### src/rtl/symsync_pkg.sv
package symsync_pkg;
    localparam int SYM_W   = 10;
    localparam int COMMA_W = 7;
    localparam int OFF_W   = $clog2(SYM_W);

    // comma in its positive running-disparity form; the negative form is its complement
    localparam logic [COMMA_W-1:0] COMMA_POS = 7'b0011111;

    localparam logic [SYM_W-1:0] CODE_ALN  = 10'b0011110011;
    localparam logic [SYM_W-1:0] CODE_SYNC = 10'b0011111010;
    localparam logic [SYM_W-1:0] CODE_SKIP = 10'b0011110100;
    localparam logic [SYM_W-1:0] CODE_ERR  = 10'b0111101000;

    typedef enum logic [2:0] {
        SK_NONE = 3'd0,
        SK_A    = 3'd1,
        SK_K    = 3'd2,
        SK_R    = 3'd3,
        SK_E    = 3'd4
    } sym_kind_e;

    typedef enum logic [1:0] {
        ST_HUNT    = 2'd0,
        ST_ALIGNED = 2'd1,
        ST_TIMING  = 2'd2
    } sync_state_e;
endpackage

### src/rtl/comma_scan.sv
module comma_scan
    import symsync_pkg::*;
(
    input  logic [2*SYM_W-1:0] window,
    output logic               hit,
    output logic [OFF_W-1:0]   hit_off
);
    logic [SYM_W-1:0] match;

    for (genvar o = 0; o < SYM_W; o++) begin : g_off
        logic [COMMA_W-1:0] slice;
        assign slice    = window[2*SYM_W-1-o -: COMMA_W];
        assign match[o] = (slice == COMMA_POS) || (slice == ~COMMA_POS);
    end

    // lowest offset wins: scan downward so the last assignment is the smallest index
    always_comb begin
        hit     = |match;
        hit_off = '0;
        for (int o = SYM_W - 1; o >= 0; o--) begin
            if (match[o]) begin
                hit_off = OFF_W'(o);
            end
        end
    end
endmodule

### src/rtl/sym_barrel.sv
module sym_barrel
    import symsync_pkg::*;
(
    input  logic [2*SYM_W-1:0] window,
    input  logic [OFF_W-1:0]   off,
    output logic [SYM_W-1:0]   sym
);
    logic [SYM_W-1:0] cand [SYM_W];

    for (genvar o = 0; o < SYM_W; o++) begin : g_tap
        assign cand[o] = window[2*SYM_W-1-o -: SYM_W];
    end

    always_comb begin
        sym = cand[0];
        for (int o = 1; o < SYM_W; o++) begin
            if (off == OFF_W'(o)) begin
                sym = cand[o];
            end
        end
    end
endmodule

### src/rtl/sym_decode.sv
module sym_decode
    import symsync_pkg::*;
(
    input  logic [SYM_W-1:0] sym,
    output sym_kind_e        kind
);
    always_comb begin
        if (sym == CODE_ALN || sym == ~CODE_ALN) begin
            kind = SK_A;
        end else if (sym == CODE_SYNC || sym == ~CODE_SYNC) begin
            kind = SK_K;
        end else if (sym == CODE_SKIP || sym == ~CODE_SKIP) begin
            kind = SK_R;
        end else if (sym == CODE_ERR || sym == ~CODE_ERR) begin
            kind = SK_E;
        end else begin
            kind = SK_NONE;
        end
    end
endmodule

### src/rtl/sync_fsm.sv
module sync_fsm
    import symsync_pkg::*;
#(
    parameter int LOSS_LIMIT = 4
) (
    input  logic             clk,
    input  logic             rst_n,
    input  logic             comma_hit,
    input  logic [OFF_W-1:0] comma_off,
    input  sym_kind_e        cur_kind,
    output logic             locked,
    output logic             ack,
    output logic [OFF_W-1:0] off_q,
    output logic             sym_vld,
    output sym_kind_e        sym_kind,
    output logic             cnt_start,
    output logic             cnt_step,
    output logic             cnt_is_a
);
    localparam int              BAD_W    = $clog2(LOSS_LIMIT + 1);
    localparam logic [BAD_W-1:0] BAD_LAST = BAD_W'(LOSS_LIMIT - 1);

    sync_state_e      state_q, state_d;
    logic [BAD_W-1:0] bad_q, bad_d;
    logic [OFF_W-1:0] off_d;
    logic             is_bad, lose;

    // next-state logic
    always_comb begin
        is_bad  = (cur_kind == SK_NONE);
        lose    = (cur_kind == SK_E) || (is_bad && bad_q == BAD_LAST);
        state_d = state_q;
        off_d   = off_q;
        bad_d   = '0;
        unique case (state_q)
            ST_HUNT: begin
                if (comma_hit) begin
                    state_d = ST_ALIGNED;            // FOUND
                    off_d   = comma_off;
                end
            end
            ST_ALIGNED: begin
                if (lose) begin
                    state_d = ST_HUNT;               // DROP
                end else begin
                    if (cur_kind == SK_A) begin
                        state_d = ST_TIMING;         // MARK
                    end
                    bad_d = is_bad ? bad_q + BAD_W'(1) : '0;
                end
            end
            ST_TIMING: begin
                if (lose) begin
                    state_d = ST_HUNT;               // DROP
                end else begin
                    bad_d = is_bad ? bad_q + BAD_W'(1) : '0;
                end
            end
            default: state_d = ST_HUNT;
        endcase
    end

    // state register
    always_ff @(posedge clk) begin
        if (!rst_n) begin
            state_q <= ST_HUNT;
            off_q   <= '0;
            bad_q   <= '0;
        end else begin
            state_q <= state_d;
            off_q   <= off_d;
            bad_q   <= bad_d;
        end
    end

    // registered symbol report
    always_ff @(posedge clk) begin
        if (!rst_n) begin
            sym_vld  <= 1'b0;
            sym_kind <= SK_NONE;
        end else begin
            sym_vld  <= (state_q != ST_HUNT);
            sym_kind <= (state_q != ST_HUNT) ? cur_kind : SK_NONE;
        end
    end

    assign locked    = (state_q != ST_HUNT);
    assign ack       = (state_q == ST_TIMING);
    assign cnt_start = (state_q == ST_ALIGNED) && (state_d == ST_TIMING);
    assign cnt_step  = (state_q == ST_TIMING) && (state_d == ST_TIMING);
    assign cnt_is_a  = (cur_kind == SK_A);

    p_lock_on_comma_r1: assert property (@(posedge clk) disable iff (!rst_n)
        (state_q == ST_HUNT && comma_hit) |=> (locked && off_q == $past(comma_off)));

    p_off_hold_r1: assert property (@(posedge clk) disable iff (!rst_n)
        locked |=> (!locked || $stable(off_q)));

    p_ack_on_a_r3: assert property (@(posedge clk) disable iff (!rst_n)
        $rose(ack) |-> (sym_kind == SK_A && sym_vld));

    p_e_drops_r4: assert property (@(posedge clk) disable iff (!rst_n)
        (locked && cur_kind == SK_E) |=> (!locked && !ack && sym_kind == SK_E));

    p_valid_keeps_r5: assert property (@(posedge clk) disable iff (!rst_n)
        (locked && cur_kind != SK_NONE && cur_kind != SK_E) |=> locked);

    p_hunt_quiet_r11: assert property (@(posedge clk) disable iff (!rst_n)
        !locked |=> !sym_vld);
endmodule

### src/rtl/delay_tally.sv
module delay_tally #(
    parameter int UI_W    = 16,
    parameter int A_W     = 8,
    parameter int UI_STEP = 10
) (
    input  logic            clk,
    input  logic            rst_n,
    input  logic            clear,
    input  logic            start,
    input  logic            step,
    input  logic            is_a,
    output logic [UI_W-1:0] ui_q,
    output logic [A_W-1:0]  a_q
);
    localparam logic [UI_W-1:0] UI_MAX = '1;
    localparam logic [A_W-1:0]  A_MAX  = '1;
    localparam logic [UI_W-1:0] STEP_V = UI_W'(UI_STEP);

    always_ff @(posedge clk) begin
        if (!rst_n || clear || start) begin
            ui_q <= '0;
            a_q  <= '0;
        end else if (step) begin
            ui_q <= (ui_q > UI_MAX - STEP_V) ? UI_MAX : ui_q + STEP_V;
            if (is_a && a_q != A_MAX) begin
                a_q <= a_q + A_W'(1);
            end
        end
    end

    p_ui_step_r6: assert property (@(posedge clk) disable iff (!rst_n)
        (step && !clear && !start && ui_q <= UI_MAX - STEP_V) |=> ui_q == $past(ui_q) + STEP_V);

    p_ui_sat_r7: assert property (@(posedge clk) disable iff (!rst_n)
        (ui_q == UI_MAX && !clear && !start) |=> ui_q == UI_MAX);

    p_a_sat_r7: assert property (@(posedge clk) disable iff (!rst_n)
        (a_q == A_MAX && !clear && !start) |=> a_q == A_MAX);

    p_clear_r8: assert property (@(posedge clk) disable iff (!rst_n)
        clear |=> (ui_q == '0 && a_q == '0));

    p_hold_r9: assert property (@(posedge clk) disable iff (!rst_n)
        (!step && !clear && !start) |=> ($stable(ui_q) && $stable(a_q)));
endmodule

### src/rtl/symsync_delay_top.sv
module symsync_delay_top
    import symsync_pkg::*;
#(
    parameter int LOSS_LIMIT = 4,
    parameter int UI_W       = 16,
    parameter int A_W        = 8
) (
    input  logic             clk,
    input  logic             rst_n,
    input  logic [9:0]       rx_word,
    input  logic             cnt_clear,
    output logic             locked,
    output logic             sync_ack,
    output logic [3:0]       align_off,
    output logic             sym_vld,
    output logic [2:0]       sym_kind,
    output logic [UI_W-1:0]  ui_count,
    output logic [A_W-1:0]   a_count
);
    logic [SYM_W-1:0]   prev_q;
    logic [2*SYM_W-1:0] window;
    logic               comma_hit;
    logic [OFF_W-1:0]   comma_off;
    logic [OFF_W-1:0]   off_q;
    logic [SYM_W-1:0]   aligned;
    sym_kind_e          cur_kind;
    sym_kind_e          kind_q;
    logic               cnt_start, cnt_step, cnt_is_a;

    always_ff @(posedge clk) begin
        if (!rst_n) begin
            prev_q <= '0;
        end else begin
            prev_q <= rx_word;
        end
    end

    assign window = {prev_q, rx_word};

    comma_scan u_scan (
        .window  (window),
        .hit     (comma_hit),
        .hit_off (comma_off)
    );

    sym_barrel u_barrel (
        .window (window),
        .off    (off_q),
        .sym    (aligned)
    );

    sym_decode u_decode (
        .sym  (aligned),
        .kind (cur_kind)
    );

    sync_fsm #(.LOSS_LIMIT(LOSS_LIMIT)) u_fsm (
        .clk       (clk),
        .rst_n     (rst_n),
        .comma_hit (comma_hit),
        .comma_off (comma_off),
        .cur_kind  (cur_kind),
        .locked    (locked),
        .ack       (sync_ack),
        .off_q     (off_q),
        .sym_vld   (sym_vld),
        .sym_kind  (kind_q),
        .cnt_start (cnt_start),
        .cnt_step  (cnt_step),
        .cnt_is_a  (cnt_is_a)
    );

    delay_tally #(.UI_W(UI_W), .A_W(A_W), .UI_STEP(SYM_W)) u_tally (
        .clk   (clk),
        .rst_n (rst_n),
        .clear (cnt_clear),
        .start (cnt_start),
        .step  (cnt_step),
        .is_a  (cnt_is_a),
        .ui_q  (ui_count),
        .a_q   (a_count)
    );

    assign sym_kind  = kind_q;
    assign align_off = 4'(off_q);
endmodule

### config.mk
export PLATFORM = sky130hd
export DESIGN_NAME = symsync_delay_top
export DESIGN_NICKNAME = d
export VERILOG_FILES = /design/src/rtl/symsync_pkg.sv /design/src/rtl/comma_scan.sv /design/src/rtl/sym_barrel.sv /design/src/rtl/sym_decode.sv /design/src/rtl/sync_fsm.sv /design/src/rtl/delay_tally.sv /design/src/rtl/symsync_delay_top.sv
export SDC_FILE = /design/constraint.sdc
export NUM_CORES = 1
export LEC_CHECK = 0
export ABC_AREA = 1
export BUFFER_PORTS_ARGS = -buffer_cell sky130_fd_sc_hd__buf_2
export CORE_UTILIZATION = 60
export CTS_CLUSTER_DIAMETER = 120
export DETAILED_ROUTE_END_ITERATION = 8
export HOLD_SLACK_MARGIN = 0.08
export MAX_ROUTING_LAYER = met4
export PLACE_DENSITY_LB_ADDON = 0.1
export SYNTH_ARGS = -nofsm -noshare
export SYNTH_HDL_FRONTEND = slang
export SYNTH_HIERARCHICAL = 1
export SYNTH_SLANG_ARGS = --single-unit
### constraint.sdc
create_clock -name clk -period 7.1 [get_ports clk]
set_input_delay 0 -clock clk [delete_from_list [all_inputs] [get_ports clk]]
set_output_delay 0 -clock clk [all_outputs]
set_load 0.05 [all_outputs]
==> flow_metrics.tcl <==
set metrics [dict create \
    antenna_found_initial 0 \
    die_y_um 84.4 \
    utilization_pct 70.5 \
    busiest_layer "met2" \
    dieArea_um2 7120 \
    cts_tree "yes" \
    place.gp.congestion 1.01 \
    drt-pass1-iter-count 9 \
    synth-compound-area-share_pct 12.2 \
    drt_iter0_markers 480 \
    use_met1_pct 42.7 \
    cts_buffer_depth 2 \
    setup_viol 0 \
    grt_first_pass_wirelength_um 18600 \
    synth.distinct_cells 38 \
    gr-usage-met2_pct 51.9 \
    clk_pin_slew_ps 80 \
    grt_pass1_vias 4160 \
    hold_viol_final 0 \
    die_w_um 84.4 \
    synth-xor-area-share_pct 1.08 \
    clock_sinks 47 \
    synth-simple-area-share_pct 46.7 \
    rsz0062_at_grt "false" \
    yosysSeqAreaShare_pct 23.1 \
    critPathLaunchType "register" \
    critPathRequiredTime_ps 7310 \
    worst_slack_ps 1740 \
    antenna_left 0 \
    synth_fa_ha_area_share_pct 2.46 \
    routed_wl_um 10800 \
    core-area_um2 6460 \
    fin_crit_ps 5360 \
    muxShareOfSynthArea_pct 0 \
    worst_pin_slew_ps 1240 \
    post_drt_wl_per_cell_um 12.6 \
    post_cts_resize_count 0 \
    dp_hpwl_um 7800 \
    syn_inst 723 \
    numCtsBuffers 5 \
    via_per_inst 5.41 \
    rows 29 \
    netlist_area_um2 4070 \
    start_util_pct 63.0 \
    htree_levels 2 \
    crit_path_top_delay_cell "nor3_1" \
    grt_overflow_total 0 \
    final_nets 798 \
    layout.cells.most_common "nand2_1" \
    ys_ff_latch 47 \
    synth_top_family_by_area "simple AND/OR/NAND/NOR gates" \
    peakVddDrop_mv 0.150 \
    drc 2 \
    syn_area_per_cell_um2 5.63 \
    ios 47 \
    drive_gt1_share_pct 12.9 \
    syn_nets 744 \
    io_buffers 46 \
    path_delay_family "simple AND/OR/NAND/NOR gates" \
    crit_fanout 13 \
    ys_warn_count 6 \
    slew_headroom_pct 16.4 \
    crit_buf_inv 3 \
    finalPower_w 0.000673 \
    dp_slack_ps 1930 \
    critPathKind "register to register" \
    slew_viol_final 0 \
    clk_latency_ps 290 \
    cts-root-buf "clkbuf_8" \
    antennaDiodeCount 0 \
    leakage_nw 2.27 \
    min_path_type "input pin to register" \
    critPathMaxStageDelay_ps 970 \
    maxCapViolCount 0 \
    period_share_pct 75.5 \
    track_usage_pct 32.0 \
    end_kind "register" \
    layout_common_cells "213 x nand2_1, 111 x inv_1, 95 x nor2_1" \
    arrival_ps 5560 \
    power_density_nw_per_um2 148 \
    synthToLayoutAreaGrowth_pct 11.8 \
    outcome "finished, violations left" \
    fin_skew_ps 2.84 \
    tns_ps 0 \
    max_freq_mhz 187 \
    cpMostUsedCell "nand2_1" \
    via_count 4628 \
    hold_slack_ps 157 \
    grt_start_max_net_pins 18 \
    violations "DRC" \
    grt_use_met3_pct 4.13 \
]
[cell families after synthesis]
kind of cell    Yosys count
xor+xnor                  5
buf+inv                 142
fa+ha+maj                 8
flops                    47
compound gates           84
simple gates            437
[tightest hold or removal path, cell delays in order]
cell     delay [ps]
buf_2            90
nor3_1          180
nand2_1         120
inv_1            30
[final timing paths]
| kind | start | to | slack (ps) | cells past startpoint |
|---|---|---|---|---|
| max | u_fsm/off_q[1] | u_tally/ui_q[5] | 1740 | 30 |
| min | cnt_clear | u_tally/ui_q[15] | 160 | 4 |
| max reg2reg | u_fsm/off_q[1] | u_tally/ui_q[5] | 1740 | 30 |
| min reg2reg | u_fsm/bad_q[0] | u_fsm/bad_q[0] | 430 | 1 |
[through the flow]
step / cell area, um^2 / std cells
finish: 4550 / 855
global route: 4550 / 855
CTS: 4550 / 855
detailed placement: 4290 / 830
global placement: 4290 / 830
floorplan: 4070 / 723
[power breakdown]
| group | switching, W | leakage [nW] | internal (W) |
|---|---|---|---|
| clock | 0.0000872 | 0.0484 | 0.0000799 |
| combinational | 0.000152 | 1.84 | 0.0000694 |
| sequential | 0.0000142 | 0.382 | 0.000270 |
[layer usage]
metal	routed length, um	vias to the layer above
met4	95	0
met2	4910	190
li1	-	2364
met3	832	15
met5	0	-
met1	4970	2059
[state kept, by name, summed over array words and instances (netlist names)]
| name | count |
|---|---|
| u_fsm/sym_kind | 3 |
| prev_q | 10 |
| u_tally/a_q | 8 |
| u_fsm/bad_q | 3 |
| u_fsm/sym_vld | 1 |
| u_fsm/state_q | 2 |
| u_fsm/off_q | 4 |
| u_tally/ui_q | 16 |
[timing repair]
action                                 CTS  global route
setup endpoints to repair                0             0
buffers inserted                         0             0
endpoints found under the hold margin   10             0
hold buffers                            17             0
[synth_stat cells (all sizes together)]
cell type | instances | share of area [%]
nor4 | 1 | 0.15
nand2b | 1 | 0.15
xnor2 | 1 | 0.22
nor3b | 2 | 0.37
dfxtp | 47 | 23
ha | 8 | 2.5
nor2 | 110 | 12
o221ai | 1 | 0.22
or2 | 2 | 0.31
inv | 121 | 11
clkbuf | 2 | 0.18
nor3 | 13 | 1.7
nand4 | 8 | 1.2
xor2 | 4 | 0.86
nand2 | 219 | 21
nand3 | 80 | 10
o211ai | 2 | 0.49
nand3b | 1 | 0.18
clkinv | 4 | 0.37
o21bai | 4 | 0.74
a31oi | 4 | 0.77
o21ai | 29 | 3.6
a21oi | 44 | 6.4
buf | 15 | 2.7
[cell type report]
class / instances / area [um^2]
clock buffers: 7 / 86.3
clock inverters: 1 / 8.76
fillers: 584 / 1910
inverters: 125 / 469
multi-input cells: 534 / 2540
flip-flops and latches: 47 / 941
well taps: 77 / 96.3
repair buffers: 64 / 408
Power figures use the tool's default switching activity.
